**config.mk**
```make
export PLATFORM = sky130hd
export DESIGN_NAME = i2c_hang_watch
export DESIGN_NICKNAME = d
export VERILOG_FILES = /design/src/rtl/hw_pkg.sv /design/src/rtl/hw_run_timer.sv /design/src/rtl/hw_flag_bank.sv /design/src/rtl/i2c_hang_watch.sv
export SDC_FILE = /design/constraint.sdc
export NUM_CORES = 1
export LEC_CHECK = 0
export ABC_CLOCK_PERIOD_IN_PS = 7200
export BUFFER_PORTS_ARGS = -buffer_cell sky130_fd_sc_hd__buf_2
export CAP_MARGIN = 15
export CORE_MARGIN = 2
export CORE_UTILIZATION = 35
export CTS_CLUSTER_SIZE = 28
export DETAILED_ROUTE_END_ITERATION = 8
export GPL_ROUTABILITY_DRIVEN = 0
export HOLD_SLACK_MARGIN = 0.15
export PLACE_DENSITY = 0.58
export SYNTH_ARGS = -nofsm -noshare
export SYNTH_HDL_FRONTEND = slang
export SYNTH_SLANG_ARGS = --single-unit
```
**constraint.sdc**
```tcl
create_clock -name clk -period 7.2 [get_ports clk]
set_input_delay 1.08 -clock clk [delete_from_list [all_inputs] [get_ports clk]]
set_output_delay 1.08 -clock clk [all_outputs]
set_load 0.005 [all_outputs]
```
**src/rtl/hw_pkg.sv**
```systemverilog
package hw_pkg;

  // Width of every run counter; large enough for a 2^31 line limit.
  localparam int CNT_W = 32;
  // Number of hang sources: 0 line, 1 clock FSM, 2 main FSM.
  localparam int NUM_SRC = 3;
  localparam int SRC_LINE = 0;
  localparam int SRC_SFSM = 1;
  localparam int SRC_MFSM = 2;
  // Reset value the register file uses for every exponent field.
  localparam int HW_EXP_DEFAULT = 16;

  // Last run value before the limit: (2^min(exp, cap)) - 1.
  function automatic logic [CNT_W-1:0] run_last(input int unsigned exp_v,
                                                input int unsigned cap);
    int unsigned eff;
    eff = (exp_v > cap) ? cap : exp_v;
    return (CNT_W'(1) << eff) - CNT_W'(1);
  endfunction

endpackage

```
**src/rtl/hw_run_timer.sv**
```systemverilog
module hw_run_timer
  import hw_pkg::*;
#(
  parameter int SIG_W = 1,
  parameter logic [SIG_W-1:0] RST_SIG = '0
) (
  input  logic             clk,
  input  logic             rst_n,
  input  logic             en,
  input  logic [SIG_W-1:0] sig,
  input  logic [CNT_W-1:0] last,
  output logic             hit
);

  logic [SIG_W-1:0] prev_q;
  logic [CNT_W-1:0] cnt_q;
  logic             fired_q;
  logic             changed;

  assign changed = (sig != prev_q);
  // The edge at which the run reaches last+1 stable samples.
  assign hit = en && !changed && !fired_q && (cnt_q == last);

  always_ff @(posedge clk or negedge rst_n) begin
    if (!rst_n) begin
      prev_q  <= RST_SIG;
      cnt_q   <= '0;
      fired_q <= 1'b0;
    end else begin
      prev_q <= sig;
      if (!en || changed) begin
        cnt_q   <= '0;
        fired_q <= 1'b0;
      end else if (hit) begin
        fired_q <= 1'b1;
      end else if (!fired_q) begin
        cnt_q <= cnt_q + CNT_W'(1);
      end
    end
  end

  // a run produces a single hit
  a_r7_one_hit: assert property (@(posedge clk) disable iff (!rst_n)
    hit |=> !hit);

  // a disabled timer leaves the next run fresh
  a_r4_off_quiet: assert property (@(posedge clk) disable iff (!rst_n)
    !en |=> (cnt_q == '0) && !fired_q);

  // a changed sample never counts as the hitting edge
  a_r3_change_restarts: assert property (@(posedge clk) disable iff (!rst_n)
    changed |-> !hit);

endmodule

```
**src/rtl/hw_flag_bank.sv**
```systemverilog
module hw_flag_bank #(
  parameter int N = 3
) (
  input  logic         clk,
  input  logic         rst_n,
  input  logic [N-1:0] set,
  input  logic [N-1:0] clr,
  input  logic [N-1:0] ena,
  output logic [N-1:0] raw,
  output logic [N-1:0] st
);

  logic [N-1:0] raw_q;

  // A set in the same cycle as a clear wins, so no event is lost.
  always_ff @(posedge clk or negedge rst_n) begin
    if (!rst_n) raw_q <= '0;
    else        raw_q <= (raw_q & ~clr) | set;
  end

  assign raw = raw_q;
  assign st  = raw_q & ena;

  for (genvar i = 0; i < N; i++) begin : g_chk
    // sticky until cleared
    a_r8_sticky: assert property (@(posedge clk) disable iff (!rst_n)
      raw_q[i] && !clr[i] |=> raw_q[i]);
    // a clear with no coincident event drops the flag
    a_r8_clear: assert property (@(posedge clk) disable iff (!rst_n)
      clr[i] && !set[i] |=> !raw_q[i]);
    // an event always leaves the flag set
    a_r8_set_wins: assert property (@(posedge clk) disable iff (!rst_n)
      set[i] |=> raw_q[i]);
  end

endmodule

```
**src/rtl/i2c_hang_watch.sv**
```systemverilog
module i2c_hang_watch
  import hw_pkg::*;
#(
  parameter int ST_W        = 3,
  parameter int EXP_W       = 5,
  parameter int MAX_FSM_EXP = 23
) (
  input  logic               clk,
  input  logic               rst_n,
  input  logic               scl_in,
  input  logic [ST_W-1:0]    scl_fsm_state,
  input  logic [ST_W-1:0]    main_fsm_state,
  input  logic               line_to_en,
  input  logic [EXP_W-1:0]   line_to_exp,
  input  logic [EXP_W-1:0]   scl_fsm_to_exp,
  input  logic [EXP_W-1:0]   main_fsm_to_exp,
  input  logic [NUM_SRC-1:0] int_clr,
  input  logic [NUM_SRC-1:0] int_ena,
  output logic [NUM_SRC-1:0] int_raw,
  output logic [NUM_SRC-1:0] int_st
);

  localparam int unsigned LINE_CAP = CNT_W - 1;
  localparam int unsigned FSM_CAP  = (MAX_FSM_EXP < CNT_W) ? MAX_FSM_EXP : CNT_W - 1;

  logic [CNT_W-1:0]   line_last, sfsm_last, mfsm_last;
  logic               line_hit, sfsm_hit, mfsm_hit;
  logic [NUM_SRC-1:0] hit_vec;

  assign line_last = run_last(32'(line_to_exp), LINE_CAP);
  assign sfsm_last = run_last(32'(scl_fsm_to_exp), FSM_CAP);
  assign mfsm_last = run_last(32'(main_fsm_to_exp), FSM_CAP);

  hw_run_timer #(.SIG_W(1), .RST_SIG(1'b1)) u_line (
    .clk(clk), .rst_n(rst_n), .en(line_to_en), .sig(scl_in),
    .last(line_last), .hit(line_hit)
  );

  hw_run_timer #(.SIG_W(ST_W), .RST_SIG('0)) u_sfsm (
    .clk(clk), .rst_n(rst_n), .en(1'b1), .sig(scl_fsm_state),
    .last(sfsm_last), .hit(sfsm_hit)
  );

  hw_run_timer #(.SIG_W(ST_W), .RST_SIG('0)) u_mfsm (
    .clk(clk), .rst_n(rst_n), .en(1'b1), .sig(main_fsm_state),
    .last(mfsm_last), .hit(mfsm_hit)
  );

  always_comb begin
    hit_vec = '0;
    hit_vec[SRC_LINE] = line_hit;
    hit_vec[SRC_SFSM] = sfsm_hit;
    hit_vec[SRC_MFSM] = mfsm_hit;
  end

  hw_flag_bank #(.N(NUM_SRC)) u_flags (
    .clk(clk), .rst_n(rst_n), .set(hit_vec), .clr(int_clr),
    .ena(int_ena), .raw(int_raw), .st(int_st)
  );

  // status never shows a flag that is not raised
  a_r9_status_subset: assert property (@(posedge clk) disable iff (!rst_n)
    (int_st & ~int_raw) == '0);

  // a disabled line check never raises its flag
  a_r4_line_off: assert property (@(posedge clk) disable iff (!rst_n)
    !line_to_en && !int_raw[SRC_LINE] && !int_clr[SRC_LINE] |=> !int_raw[SRC_LINE]);

endmodule

```
==> summary.txt, run 1 <==
outcome: complete, no violations
WL/cell: 16.3 µm
fraction of registers with async set or reset after synthesis: 100%
Post-Syn Area: 0.00870 mm²
Rel. slew slack: 25.8%
WP data required: 7450 ps
Num CTS Buffers: 9
total setup buffers inserted after CTS: 0
# setup viols final: 0
hold slack: 511 ps
LEAKAGE: 3.41 nW
CTS tree: yes
Pwr per Cell Area: 141 mW/mm²
flop2flop setup slack: 3360 ps
Startpoint Class: primary input
Port Buffer Count: 36
share of the synthesized area in the top cell type: 31.1%
crit path DAT: 5430 ps
switching share of power: 28.4%
# H-tree levels: 3
Yosys reg bits: 109
Syn Area/Cell: 8.31 µm²
min-delay src: u_flags.raw[2]
Rows: 57
Top FF cell, synth: dfrtp_1
Worst Hold Class: reg2reg
core area: 0.0244 mm²
Syn Nets: 1,083
Setup CP Type: in2reg
Final Skew: 15.0 ps
switching power total: 0.367 mW
dominant cell by count in the synthesized netlist: dfrtp_1
Seq pwr share: 47.9%
Vias: 7,823
die area: 0.0261 mm²
final-stage net count: 1,050
antenna violations before repair: 0
n_diodes: 0
CTS max path bufs: 2
unrepaired setup endpoints after global routing: no
Final Routed Wirelength: 21.9 mm
Routed Antenna Nets: 0
hold path depth: 1
Clock transition at path regs: 80 ps
Reg2Reg Depth: 9
post-CTS resize count: 0
register area share after synthesis: 31.4%
area leader, netlist: dfrtp_1
Max-Cap Viols: 0
dominant cells by area after synthesis: dfrtp_1, xnor2_1, or4_1
height of the die: 162 µm
Design Area, Final: 0.00918 mm²
Total Power: 1.30 mW
Vias/cell: 5.83
Post-synth EDFFs: 0
final core occ: 37.6%
Least-Margin Pin Slew: 1110 ps
hold_buf cts: 0
pin count of the biggest net entering global routing: 59
max frequency: 193 MHz
Post-DP Area: 0.00888 mm²
beginning of the critical path: scl_fsm_to_exp[4]
fin crit share: 72.0%
Worst setup EP type: flop
final slew viol count: 0
DRT iter0 DRCs: 642
worst-path maximum fanout: 26
First-pass DRT Iterations: 6
Horiz. Die Dim: 162 µm
Clock power frac: 39.2%
count of cell types in the netlist: 89
internal power: 0.928 mW
Starting Density: 35.7%
Hold Violations, Final: 0
GRT Total Usage: 16.8%
later-pin clock latency in the skew report: 360 ps
Reg-to-Reg Start: u_line.fired_q
Max IR drop VDD: 0.106 mV
hold endpoint: u_flags.raw[2]
Layout Area Growth over Synthesis: 5.55%
clock sink count: 109
top post-synthesis cells by count: dfrtp_1, nand2_1, nor2_1
first-pass GRT wire length: 36.5 mm
Tmin final: 5190 ps
share of cells above drive strength 1: 10.7%
FF-to-FF End: u_line.cnt_q[19]
Cells after Synth: 1,046
DRC: 0
Fin Setup TNS: 0 ps
combinational power share: 12.9%
Top-Level Pins: 37
synth warn: 0
DP HPWL: 15.2 mm
vias in the first global route: 6,919
GRT Residual Overflow: 0
Root Driver: clkbuf_16
==> placed cells by master (no fill, tap or decap), types with 9 or more instances in the layout <==
| master | netlist | final |
|---|---|---|
| and3_1 | 14 | 14 |
| a31oi_1 | 11 | 11 |
| nor4_1 | 14 | 14 |
| xor2_1 | 28 | 28 |
| clkbuf_16 | 0 | 9 |
| mux2i_1 | 9 | 9 |
| and2_1 | 10 | 10 |
| dfrtp_1 | 108 | 108 |
| nor2_1 | 61 | 61 |
| nand2b_1 | 22 | 22 |
| xnor2_1 | 42 | 42 |
| or3_1 | 44 | 44 |
| o211ai_1 | 13 | 13 |
| a21o_1 | 16 | 16 |
| a21oi_2 | 15 | 15 |
| o31ai_1 | 29 | 29 |
| or4_1 | 45 | 45 |
| nand2_1 | 81 | 81 |
| a21oi_1 | 60 | 60 |
| nand4_1 | 27 | 27 |
| o21ai_0 | 46 | 46 |
| nand4b_1 | 11 | 11 |
| nor3_1 | 24 | 24 |
| inv_1 | 21 | 21 |
| nand3_1 | 49 | 49 |
| buf_2 | 18 | 35 |
==> kinds of logic after synthesis <==
| kind of cell | count (synthesis) | share of synthesized area [%] |
|---|---|---|
| compound gates | 282 | 22.2 |
| xor+xnor | 73 | 7.84 |
| fa+ha+maj | 7 | 0.978 |
| buf+inv | 108 | 6.30 |
| flops | 109 | 31.4 |
| mux | 11 | 1.29 |
| simple gates | 456 | 30.0 |
==> power groups by stage <==
stage	registers (mW)	clock network (mW)	logic (mW)
detailed placement	0.632	0	0.168
CTS	0.620	0.525	0.169
global placement	0.632	0	0.167
finish	0.620	0.508	0.168
floorplan	0.631	0	0.121
global route	0.621	0.548	0.188
==> critical path, cell delays in order <==
cell	delay (ps)
buf_2	240
nor4_2	600
nand2b_1	120
ha_1	420
or4_1	490
nor3b_1	190
a211oi_1	80
xnor2_1	170
a2111oi_2	870
and2_1	740
nor3_1	130
mux2_2	290
==> per-layer routing <==
metal / wire (µm) / global-route usage (%) / vias up / part of all wire [%]
met5: 0 / 0 / - / 0
met4: 228 / 3.62 / 0 / 1.0
met3: 834 / 1.82 / 18 / 3.8
met2: 9910 / 25.8 / 162 / 45
met1: 10900 / 25.5 / 3779 / 50
li1: - / - / 3864 / -
==> per-stage QoR <==
step                setup WS [ps]  std cells
global route                 1650       1342
floorplan                    3110       1046
CTS                          2080       1342
global placement             1800       1326
finish                       2010       1342
detailed placement           1730       1326
==> worst max-delay path by stage <==
stage,endpoint,depth (start not counted)
after floorplan,u_sfsm.cnt_q[6],14
after global placement,u_sfsm.cnt_q[0],12
after detailed placement,u_sfsm.cnt_q[0],12
after CTS,u_line.cnt_q[19],13
after global routing,u_sfsm.cnt_q[0],12
final,u_sfsm.cnt_q[0],12
==> cell type report <==
type,instances,area [µm²]
clock buffer,10,239
inverter,21,78.8
tap,324,405
multi-input combinational,829,5430
timing repair buffer,43,235
fill,2537,15200
sequential,109,2730
clock inverter,6,63.8
==> sequential cells by signal, summed over array words and instances, names as in the netlist, 3 cells and up <==
register,cells
u_flags.raw,3
u_sfsm.cnt_q,32
u_mfsm.cnt_q,32
u_mfsm.prev_q,3
u_line.cnt_q,32
u_sfsm.prev_q,3
No activity file was read; power rests on OpenSTA's default activity.
==> inputs of run 2 (changes only) <==
--- a/config.mk
+++ b/config.mk
@@ -5,7 +5,8 @@
 export SDC_FILE = /design/constraint.sdc
 export NUM_CORES = 1
 export LEC_CHECK = 0
-export ABC_CLOCK_PERIOD_IN_PS = 7200
+export ABC_AREA = 1
+export ABC_CLOCK_PERIOD_IN_PS = 5000
 export BUFFER_PORTS_ARGS = -buffer_cell sky130_fd_sc_hd__buf_2
 export CAP_MARGIN = 15
 export CORE_MARGIN = 2
==> constraint.sdc (replaced) <==
create_clock -name clk -period 5 [get_ports clk]
set_input_delay 0.75 -clock clk [delete_from_list [all_inputs] [get_ports clk]]
set_output_delay 0.75 -clock clk [all_outputs]
set_load 0.005 [all_outputs]
==> run 2 against run 1 <==
Net effect:
- sequential share of layout area decreased by 4.5 points
- die area grew 16%
- wire length is 29% higher
- worst setup slack worse by 800 ps
- worst hold slack got worse by 32 ps
- synthesized area grew 16%
- cell count grew 50%
- via count grew 30%
- non-clock buffer count is 2 higher
- sequential power is 44% higher
==> summary.txt, run 2 <==
hold_buf cts: 0
wl on met1: 13.8 mm
combinational power share: 14.9%
WL/cell: 14.1 µm
Hold Violations, Final: 0
share of the synthesized area in the top cell type: 26.8%
n_diodes: 0
fin cells: 2,009
Clock power frac: 39.7%
First-pass DRT Iterations: 6
DRC: 0
Final Routed Wirelength: 28.3 mm
later-pin clock latency in the skew report: 370 ps
vias in the first global route: 9,629
die area: 0.0302 mm²
fillers: 3,191
register area share after synthesis: 27.1%
Layout Area Growth over Synthesis: 7.10%
synth warn: 0
max frequency: 264 MHz
Num CTS Buffers: 9
Least-Margin Pin Slew: 1020 ps
Starting Density: 35.3%
height of the die: 174 µm
Top FF cell, synth: dfrtp_1
switching power total: 0.586 mW
Final Skew: 9.50 ps
Post-DP Area: 0.0105 mm²
top sig layer: met4
Pwr per Cell Area: 182 mW/mm²
CP Cell Sequence: buf_2 > inv_2 > nand2_1 > inv_1 > nand2_1 > ha_1 > nand2_1 > nor2_2 > nand3_1 > nor2_1 > nand3_1 > nand3_1 > nand3_1 > nor3_2 > nand4_2 > nand2_2 > nand2_1 > nand2_1
# setup viols final: 0
commonest cells after routing, fill and taps aside: nand2_1, nor2_1, nand3_1
Fin Setup TNS: 0 ps
# H-tree levels: 3
Horiz. Die Dim: 174 µm
slowest cell on the critical path: nand2_2
critical path's largest stage delay: 660 ps
area leader, netlist: dfrtp_1
Post-synth EDFFs: 0
DP HPWL: 21.2 mm
crit-path leading delay family: simple AND/OR/NAND/NOR gates
worst-path maximum fanout: 33
Root Driver: clkbuf_16
Routed Antenna Nets: 0
dpl cells: 1,993
Worst Hold Class: reg2reg
Max IR drop VDD: 0.150 mV
DR WL met3: 1.16 mm
unrepaired setup endpoints after global routing: no
fin worst setup slack: 1210 ps
CP Buf/Inv Count: 3
Top-Level Pins: 37
first-pass GRT wire length: 48.2 mm
crit path DAT: 4090 ps
Startpoint Class: primary input
Tmin final: 3790 ps
Top Registers: u_line.cnt_q: 32 flops, u_mfsm.cnt_q: 32 flops, u_sfsm.cnt_q: 32 flops
Seq pwr share: 45.4%
outcome: complete, no violations
share of cells above drive strength 1: 6.46%
DRT iter0 DRCs: 748
Syn Area/Cell: 6.17 µm²
switching share of power: 29.8%
total setup buffers inserted after CTS: 0
DR WL met2: 12.7 mm
fraction of registers with async set or reset after synthesis: 100%
LEAKAGE: 4.66 nW
Rows: 62
Vias: 10,200
dominant cell by count in the synthesized netlist: nand2_1
GRT Residual Overflow: 0
Setup CP Type: in2reg
internal power: 1.38 mW
Syn Nets: 1,670
Port Buffer Count: 36
final slew viol count: 0
GRT Total Usage: 19.0%
Rel. slew slack: 31.8%
CTS tree: yes
pin count of the biggest net entering global routing: 75
Cells after Synth: 1,633
top post-synthesis cells by count: nand2_1, nor2_1, nand3_1
antenna violations before repair: 0
final-stage net count: 1,657
post-CTS resize count: 0
fin crit share: 75.7%
Post-Syn Area: 0.0101 mm²
Total Power: 1.97 mW
commonest non-fill, non-tap cell in the layout: nand2_1
CP dominant cell by count: nand2_1
clock sink count: 109
dominant cells by area after synthesis: dfrtp_1, nand2_1, nor2_1
Vias/cell: 5.07
WP data required: 5300 ps
Max-Cap Viols: 0
Worst setup EP type: flop
Design Area, Final: 0.0108 mm²
Yosys reg bits: 109
core area: 0.0285 mm²
count of cell types in the netlist: 40
Clock transition at path regs: 80 ps
worst slack at placement: 830 ps
CTS max path bufs: 2
[run 2: logic make-up after synthesis]
logic type / share of synthesized area (%)
DFF: 27.1
and+or+nand+nor: 47.4
adders and majority gates: 0.745
xor gates and xnor gates: 13.8
AOI/OAI and AO/OA: 2.42
buffers and inverters: 8.53
[run 2: layer usage]
metal / vias to the layer above / GRT usage, %
met2: 260 / 31.1
met3: 44 / 1.40
met4: 0 / 5.78
met5: - / 0
li1: 5179 / -
met1: 4698 / 26.9
[run 2: worst reg2reg max path, cell delays in order, from the launching register on]
cell and delay, ps:
dfstp_2 520, inv_1 40, nand2_1 50, nand2_1 40, nor2_1 160, inv_1 470, nor2_1 430, nand4_2 430
nand2_2 660, nand2_1 120, nand2_1 90
[run 2: layout make-up]
class,instances,area [µm²],share of cell area (%)
timing repair buffer,45,250,2.32
clock inverter,7,93.8,0.869
inverter,140,526,4.87
multi-input combinational,1315,6490,60.1
sequential,109,2730,25.3
clock buffer,9,225,2.09
tap,384,480,4.45
[run 2: metrics by stage]
stage / utilization (%) / hold slack, ps
2_1_floorplan: - / 442
3_3_place_gp: 36.7 / 458
3_5_place_dp: 36.7 / 464
4_1_cts: 37.8 / 477
5_1_grt: 37.8 / 479
6_report: 37.8 / 478
[run 2: final timing paths]
path                                       from                to  slack (ps)  depth (start not counted)
worst max register to register    u_line.prev_q  u_line.cnt_q[24]        1920                         10
min in group asynchronous                 rst_n   u_line.cnt_q[0]         530                          1
worst max-delay path             line_to_exp[2]  u_line.cnt_q[24]        1210                         18
worst min register to register  u_sfsm.cnt_q[3]   u_sfsm.cnt_q[3]         480                          2
worst min-delay path            u_sfsm.cnt_q[3]   u_sfsm.cnt_q[3]         480                          2
max in group asynchronous                 rst_n  u_mfsm.cnt_q[27]        3430                          2
[run 2: power by group through the flow]
stage	clock network (mW)	logic, mW	registers (mW)
5_1_grt	0.839	0.330	0.893
3_3_place_gp	0	0.288	0.910
3_5_place_dp	0	0.290	0.910
4_1_cts	0.808	0.292	0.892
2_1_floorplan	0	0.212	0.908
6_report	0.781	0.292	0.892
